<file path="config.mk">
export PLATFORM = sky130hd
export DESIGN_NAME = lin_fault_monitor
export DESIGN_NICKNAME = d
export VERILOG_FILES = /design/src/rtl/lfm_pkg.sv /design/src/rtl/lfm_sync.sv /design/src/rtl/lfm_blank.sv /design/src/rtl/lfm_mismatch.sv /design/src/rtl/lfm_gate.sv /design/src/rtl/lin_fault_monitor.sv
export SDC_FILE = /design/constraint.sdc
export NUM_CORES = 1
export LEC_CHECK = 0
export ABC_AREA = 1
export CAP_MARGIN = 30
export CORE_MARGIN = 4
export CORE_UTILIZATION = 50
export CTS_CLUSTER_DIAMETER = 60
export CTS_CLUSTER_SIZE = 30
export DETAILED_ROUTE_END_ITERATION = 8
export PLACE_DENSITY = 0.78
export SETUP_SLACK_MARGIN = 0.15
export SYNTH_ARGS = -nofsm -noshare
export SYNTH_HDL_FRONTEND = slang
export SYNTH_HIERARCHICAL = 1
export SYNTH_SLANG_ARGS = --single-unit
</file>
<file path="constraint.sdc">
create_clock -name clk -period 2.31 [get_ports clk]
set_clock_uncertainty 0.05 [all_clocks]
set_input_delay 0.3465 -clock clk [delete_from_list [all_inputs] [get_ports clk]]
set_output_delay 0.3465 -clock clk [all_outputs]
set_load 0.005 [all_outputs]
</file>
<file path="src/rtl/lfm_pkg.sv">
package lfm_pkg;

    typedef struct packed {
        logic tx;
        logic rx;
        logic en;
    } lin_pins_t;

    localparam int PINS_W = $bits(lin_pins_t);

    typedef enum logic [1:0] {
        CAUSE_NONE     = 2'd0,
        CAUSE_MISMATCH = 2'd1,
        CAUSE_THERMAL  = 2'd2,
        CAUSE_SUPPLY   = 2'd3
    } fault_cause_e;

    // a weak supply forces the transmit bit recessive
    function automatic logic effective_tx(input logic tx, input logic supply_ok);
        return tx | ~supply_ok;
    endfunction

    function automatic logic bus_held_high(input logic tx, input logic rx);
        return ~tx & rx;
    endfunction

    function automatic logic bus_pulled_low(input logic tx, input logic rx);
        return tx & ~rx;
    endfunction

endpackage

</file>
<file path="src/rtl/lfm_sync.sv">
module lfm_sync #(
    parameter int W = 1,
    parameter int STAGES = 2,
    parameter logic [W-1:0] RST_VAL = '1
) (
    input  logic         clk,
    input  logic         rst,
    input  logic [W-1:0] d,
    output logic [W-1:0] q
);
    logic [W-1:0] chain [STAGES];

    generate
        for (genvar g = 0; g < STAGES; g++) begin : g_stage
            if (g == 0) begin : g_first
                always_ff @(posedge clk) begin
                    if (rst) chain[g] <= RST_VAL;
                    else     chain[g] <= d;
                end
            end else begin : g_next
                always_ff @(posedge clk) begin
                    if (rst) chain[g] <= RST_VAL;
                    else     chain[g] <= chain[g-1];
                end
            end
        end
    endgenerate

    assign q = chain[STAGES-1];
endmodule

</file>
<file path="src/rtl/lfm_blank.sv">
module lfm_blank #(
    parameter int BLANK_CYCLES = 2500
) (
    input  logic clk,
    input  logic rst,
    input  logic tx_eff,
    output logic blank
);
    localparam int CW = $clog2(BLANK_CYCLES + 1);
    localparam logic [CW-1:0] LOAD = CW'(BLANK_CYCLES);

    logic [CW-1:0] cnt_q;
    logic          tx_prev_q;
    logic          fall;

    assign fall  = tx_prev_q & ~tx_eff;
    assign blank = fall | (cnt_q != '0);

    always_ff @(posedge clk) begin
        if (rst) begin
            tx_prev_q <= 1'b1;
            cnt_q     <= '0;
        end else begin
            tx_prev_q <= tx_eff;
            if (fall)
                cnt_q <= LOAD;
            else if (cnt_q != '0)
                cnt_q <= cnt_q - 1'b1;
        end
    end
endmodule

</file>
<file path="src/rtl/lfm_mismatch.sv">
module lfm_mismatch
    import lfm_pkg::*;
(
    input  logic clk,
    input  logic rst,
    input  logic tx_eff,
    input  logic rx,
    input  logic check_en,
    input  logic blank,
    output logic mis_q
);
    logic set_c;
    logic clr_c;

    assign set_c = check_en & ~blank & bus_held_high(tx_eff, rx);
    assign clr_c = tx_eff & rx;

    always_ff @(posedge clk) begin
        if (rst)        mis_q <= 1'b0;
        else if (set_c) mis_q <= 1'b1;
        else if (clr_c) mis_q <= 1'b0;
    end
endmodule

</file>
<file path="src/rtl/lfm_gate.sv">
module lfm_gate
    import lfm_pkg::*;
(
    input  logic tx_eff,
    input  logic rx,
    input  logic en,
    input  logic thermal,
    input  logic supply_ok,
    input  logic mis,
    output logic fault_n,
    output logic drv,
    output logic contention,
    output logic overload
);
    fault_cause_e cause;

    always_comb begin
        if (!supply_ok)   cause = CAUSE_SUPPLY;
        else if (thermal) cause = CAUSE_THERMAL;
        else if (mis)     cause = CAUSE_MISMATCH;
        else              cause = CAUSE_NONE;
    end

    assign fault_n    = (cause == CAUSE_NONE);
    assign drv        = (fault_n && en) ? tx_eff : 1'b1;
    assign contention = bus_pulled_low(tx_eff, rx);
    assign overload   = bus_held_high(tx_eff, rx);
endmodule

</file>
<file path="src/rtl/lin_fault_monitor.sv">
module lin_fault_monitor
    import lfm_pkg::*;
#(
    parameter int BLANK_CYCLES = 2500,
    parameter int SYNC_STAGES  = 2
) (
    input  logic clk,
    input  logic rst,
    input  logic txd_i,
    input  logic rxd_i,
    input  logic ext_en_i,
    input  logic thermal_i,
    input  logic vreg_ok_i,
    output logic fault_n_o,
    output logic drv_o,
    output logic contention_o,
    output logic overload_o
);
    lin_pins_t raw;
    lin_pins_t synced;
    logic      tx_eff;
    logic      blank_w;
    logic      mis_w;
    logic      check_en;

    assign raw.tx = txd_i;
    assign raw.rx = rxd_i;
    assign raw.en = ext_en_i;

    lfm_sync #(
        .W      (PINS_W),
        .STAGES (SYNC_STAGES),
        .RST_VAL('1)
    ) u_sync (
        .clk(clk),
        .rst(rst),
        .d  (raw),
        .q  (synced)
    );

    assign tx_eff   = effective_tx(synced.tx, vreg_ok_i);
    assign check_en = synced.en & ~thermal_i;

    lfm_blank #(
        .BLANK_CYCLES(BLANK_CYCLES)
    ) u_blank (
        .clk   (clk),
        .rst   (rst),
        .tx_eff(tx_eff),
        .blank (blank_w)
    );

    lfm_mismatch u_mis (
        .clk     (clk),
        .rst     (rst),
        .tx_eff  (tx_eff),
        .rx      (synced.rx),
        .check_en(check_en),
        .blank   (blank_w),
        .mis_q   (mis_w)
    );

    lfm_gate u_gate (
        .tx_eff    (tx_eff),
        .rx        (synced.rx),
        .en        (synced.en),
        .thermal   (thermal_i),
        .supply_ok (vreg_ok_i),
        .mis       (mis_w),
        .fault_n   (fault_n_o),
        .drv       (drv_o),
        .contention(contention_o),
        .overload  (overload_o)
    );
endmodule

</file>
== After elaboration in Yosys (flattened, before gate mapping) ==
Memories as Yosys holds them, arrays and structs flattened.
Cells that the tools add are included.

* Add/subtract/negate cells: 1
* Multiplexer cells: 13
* Bitwise gates (word level): 16
* Reduce and logical (&&, ||, !) cells: 6

{| class="wikitable"
|+ Operator list
! cell !! number
|-
| $mux W12 || 2
|-
| $reduce_bool A12 Y1 || 1
|-
| $sub A12 B1 Y12 const B || 1
|-
| $and A1 B1 Y1 || 7
|-
| $mux W1 || 7
|-
| $mux W3 || 2
|-
| $not A1 Y1 || 5
|-
| $mux W2 || 2
|-
| $or A1 B1 Y1 || 4
|-
| $reduce_bool A2 Y1 || 2
|-
| $logic_not A2 Y1 || 1
|-
| $reduce_or A2 Y1 || 1
|-
| $logic_and A1 B1 Y1 || 1
|}

* Flip-flop bits (word level): 14
* Bits in writable memories: 6
* Input bits: 7
* Output and inout port bits: 4
* Memories kept: 1

{| class="wikitable"
|+ Memory list
! memory !! depth !! bits a word !! rd ports !! clocked after memory_dff !! wr ports !! line !! text
|-
| u_sync.chain || 2 || 3 || 2 || 0 || 2 || lfm_sync.sv:11 || <nowiki>logic [W-1:0] chain [STAGES];</nowiki>
|}

== Depth between registers and ports, before layout ==
* Word-level depth: 9
* Mapped depth: 8
* Gate-level depth less buffers: 8

== By module ==
Netlist, hierarchy kept.

{| class="wikitable"
|+ By module, submodules not included
! module !! times used !! cells an instance !! area each (um^2) !! seq. area each (um^2)
|-
| lfm_blank || 1 || 107 || 732.0 || 260.2
|-
| lfm_sync || 1 || 19 || 168.9 || 120.1
|-
| lfm_gate || 1 || 11 || 48.8 || 0.0
|-
| lfm_mismatch || 1 || 8 || 48.8 || 20.0
|-
| lin_fault_monitor || 1 || 4 || 17.5 || 0.0
|}

== Worst setup path before layout ==
OpenSTA, ideal clock, no wires.

* Path kind: register to register
* From: register u_blank.cnt_q[0]
* To: register u_blank.cnt_q[10]
* Library setup time: 0.115 ns
* Arrival: 1.077 ns
* Required time: 2.145 ns
* Path slack: 1.068 ns
* Cell stages (with the launch flop): 8
* Path buffers: 0
* Period minus slack after synthesis: 1.242 ns
* Cell sequence: dfxtp_1 > inv_1 > ha_1 > nand2_2 > nor2_4 > nand2_1 > xor2_1 > nor2_2

* Word-level cells in the longest chain between the ends: 1

{| class="wikitable"
|+ Ends and longest elaborated chain
! what !! line !! text
|-
| start, declared || lfm_blank.sv:12 || <nowiki>logic [CW-1:0] cnt_q;</nowiki>
|-
| start signal, assigned || lfm_blank.sv:28 || <nowiki>cnt_q <= cnt_q - 1'b1;</nowiki>
|-
| $sub A12 B1 Y12 / $reduce_bool A12 Y1 (equally long branches) || lfm_blank.sv:28, lfm_blank.sv:27 ||
|}

Several ways; a longest one is shown, not always the timed one.
A chain may end at the register's enable or synchronous reset.

== Final worst setup path ==
* From: input vreg_ok_i
* To: output drv_o

{| class="wikitable"
|+ RTL lines
! what !! line !! text
|-
| start, declared || lin_fault_monitor.sv:13 || <nowiki>input logic vreg_ok_i,</nowiki>
|-
| $not A1 Y1 || lfm_pkg.sv:20 || <nowiki>return tx | ~supply_ok;</nowiki>
|-
| $or A1 B1 Y1 || lfm_pkg.sv:20 ||
|-
| named net tx_eff || lin_fault_monitor.sv:21 || <nowiki>logic tx_eff;</nowiki>
|-
| $mux W1 || lfm_gate.sv:25 || <nowiki>assign drv = (fault_n && en) ? tx_eff : 1'b1;</nowiki>
|-
| end, declared || lin_fault_monitor.sv:15 || <nowiki>output logic drv_o,</nowiki>
|}

The timed path passes the listed nets, and every way through them passes these cells.

==> impl_metrics.csv <==
group,metric,value,unit
power_and_ir_drop,total_leakage_power,0.617,nW
clock_tree,post_cts_buffers,0,
floorplanning,dieWidth,53.1,µm
job,maxCapViolations,0,
clock_tree,cts_made_buffers,3,
critical_path,cpMostUsedCell,"clkdlybuf4s50_1",
placement,gp_congestion,0.786,
sta,hold_viol_final,0,
sta,rsz0062_at_grt,"no",
detailed_routing,final_antenna_net_count,0,
critical_path,r2r_cells,7,
hold_path,min_delay_worst_endpoint,"u_sync/chain[1][1]",
status,status,"complete, no violations",
critical_path,slowest_stage,"clkdlybuf4s50_1",
power_and_ir_drop,power,1.53,mW
critical_path,reg2reg_slack,0.87,ns
critical_path,arrival,1.63,ns
synth,synth.avg_cell_area,6.82,µm²
floorplanning,core,1940,µm²
floorplanning,start_util,52.3,%
synth,synth.distinct_cells,22,
detailed_routing,totalWireLength,1860,µm
synth,synth_warnings,6,
critical_path,worst-path-max-fanout,6,
critical_path,crit_family,"buffers and inverters",
global_route,global_route.overflow_total,0,
critical_path,crit_chain,"clkdlybuf4s50_1 -> nand2_1 -> nor2_1 -> nand3_1 -> clkdlybuf4s50_1",
sta,hold-worst-slack,0.362,ns
clock_tree,cts_root_buf,"clkbuf_4",
global_route,grt_pass1_wl,3260,µm
finish,stdcell_count,190,
clock_tree,clock_sinks,20,
sta,final.setup.tns,0,ns
sta,maxClockFrequency,494,MHz
power_and_ir_drop,ir_worst_vdd,0.000732,V
clock_tree,cts_tree,"built",
sta,tightest_slew,0.369,ns
sta,setup_viol,0,
finish,syn2layout_area_growth,16.7,%
floorplanning,num_io_pins,11,
synth,ys_ff_latch,20,
detailed_routing,vias,877,
synth,syn_area,1020,µm²
finish,fin_area,1190,µm²
finish,antenna_cells,0,
finish,final-seq-area,400,µm²
detailed_routing,wl_per_cell,9.78,µm
synth,synth_cells,149,
floorplanning,die_area,2820,µm²
hold_path,hp-start,"u_sync/chain[0][1]",
synth,synth_nets,158,
critical_path,critPathRequiredTime,1.91,ns
sta,min_period,2.02,ns
placement,dp_hpwl,1510,µm
clock_tree,cts_resized,0,
global_route,antenna_found_initial,0,
global_route,grt_max_degree,12,
hold_path,hold_class,"reg -> reg",
critical_path,worstSetupPathType,"in -> out",
sta,slew_violations,0,
clock_tree,clockBufferDepth,2,
detailed_routing,drtPass1Iterations,4,
hold_path,min_path_cells,2,
global_route,grt_pass1_vias,828,
detailed_routing,routed_via_density,4.62,
finish,fillers,198,
detailed_routing,drc,0,
placement,port_buffers,10,
critical_path,cpPeakStageDelay,0.47,ns
global_route,grt_usage,15.8,%
clock_tree,cts_hold_buffers,0,
critical_path,crit_path_start,"vreg_ok_i",
critical_path,critPathBufInv,2,
finish,fin_nets,173,
placement,placedCellCount,186,
clock_tree,clkLatencyLatePin,0.29,ns
placement,placed_area,1150,µm²
critical_path,timing.rr.end,"u_blank/cnt_q[1]",
clock_tree,h-tree-depth,1,
synth,ys_seq_area_share,39.4,%
finish,drive_above_1_share,11.7,%
detailed_routing,drtIter0Drc,18,
sta,relSlewSlack,75.3,%
clock_tree,cts.clk_slew.worst_paths,0.11,ns
sta,period_share,87.6,%
finish,multiInputGateArea,484,µm²
critical_path,cp-end-kind,"output pin",
critical_path,regToRegStartpoint,"u_blank/cnt_q[0]",
floorplanning,row_count,16,
floorplanning,die_y,53.1,µm
power_and_ir_drop,power.density,1290,nW/µm²
critical_path,cp-start-kind,"input port",
-- cells by family after synthesis --
family,Yosys count,share of synthesized area (%)
flip-flops,20,39.4
AO/OA/AOI/OAI,11,6.03
AND/OR/NAND/NOR,76,34.9
adder cells (fa/ha/maj),2,2.46
buffers and inverters,35,12.9
XOR/XNOR,5,4.31
-- how the worst max path moves through the flow --
| stage | end | slack [ns] | cells after the start |
|---|---|---|---|
| 2_1_floorplan | u_blank/cnt_q[10] | 1.07 | 7 |
| 3_3_place_gp | drv_o | 0.34 | 5 |
| 3_5_place_dp | drv_o | 0.28 | 5 |
| 4_1_cts | drv_o | 0.27 | 5 |
| 5_1_grt | drv_o | 0.22 | 5 |
| 6_report | drv_o | 0.29 | 5 |
-- worst reg2reg max path, delay by kind of cell, from the launching register on --
| kind | cells | cell delay, ns |
|---|---|---|
| DFF | 1 | 0.33 |
| and+or+nand+nor | 4 | 0.42 |
| AOI/OAI and AO/OA | 1 | 0.18 |
| adders and majority gates | 1 | 0.22 |
| buffers and inverters | 1 | 0.15 |
-- synth_stat cells --
| master | instances | area (µm²) |
|---|---|---|
| a21oi_1 | 6 | 30.0 |
| a21oi_2 | 1 | 8.76 |
| clkinv_1 | 1 | 3.75 |
| dfxtp_1 | 20 | 400 |
| ha_1 | 2 | 25.0 |
| inv_1 | 32 | 120 |
| inv_2 | 2 | 7.51 |
| nand2_1 | 31 | 116 |
| nand2_2 | 2 | 12.5 |
| nand3_1 | 9 | 45.0 |
| nand3_2 | 1 | 10.0 |
| nand4_1 | 2 | 12.5 |
| nor2_1 | 21 | 78.8 |
| nor2_2 | 4 | 25.0 |
| nor2_4 | 2 | 22.5 |
| nor3_1 | 1 | 5.00 |
| nor3_2 | 2 | 20.0 |
| o21ai_0 | 2 | 10.0 |
| o21ai_1 | 1 | 5.00 |
| o21bai_1 | 1 | 7.51 |
| or2_2 | 1 | 6.26 |
| xor2_1 | 5 | 43.8 |
-- power by group --
part           switching [mW]  internal (mW)  total, mW
clock                   0.104         0.0960      0.200
combinational           0.521          0.302      0.823
sequential             0.0662          0.444      0.510
total                   0.692          0.842       1.53
-- area by class of cell --
type | count | area share [%]
sequential | 20 | 33.8
timing repair buffer | 10 | 8.44
inverter | 35 | 11.1
tap | 27 | 2.85
multi-input combinational | 94 | 40.8
clock buffer | 4 | 3.06
-- stage by stage --
step / setup slack (ns) / utilization (%)
final: 0.286 / 61.1
after global routing: 0.221 / 61.1
after CTS: 0.275 / 61.1
after detailed placement: 0.276 / 59.2
after global placement: 0.337 / 59.2
after floorplan: 1.07 / -
-- sequential cells by signal, summed over array words and instances (netlist names) --
register,cells
u_blank/cnt_q,12
u_sync/chain,6
u_blank/tx_prev_q,1
u_mis/mis_q,1
-- placed cells by master, fill, tap and decap left out, types with 3 or more instances in the layout --
cell and count:
inv_1 32, nand2_1 31, nor2_1 21, dfxtp_1 20, clkdlybuf4s50_1 10, nand3_1 9
a21oi_1 6, xor2_1 5, nor2_2 4, clkbuf_4 3
-- per-layer routing --
layer	up-vias	global-route usage, %	routed length [µm]
met3	2	3.38	52
li1	477	-	-
met1	385	18.6	881
met4	0	6.81	12
met5	-	0	0
met2	13	27.1	913
(Power assumes the default switching activity.)
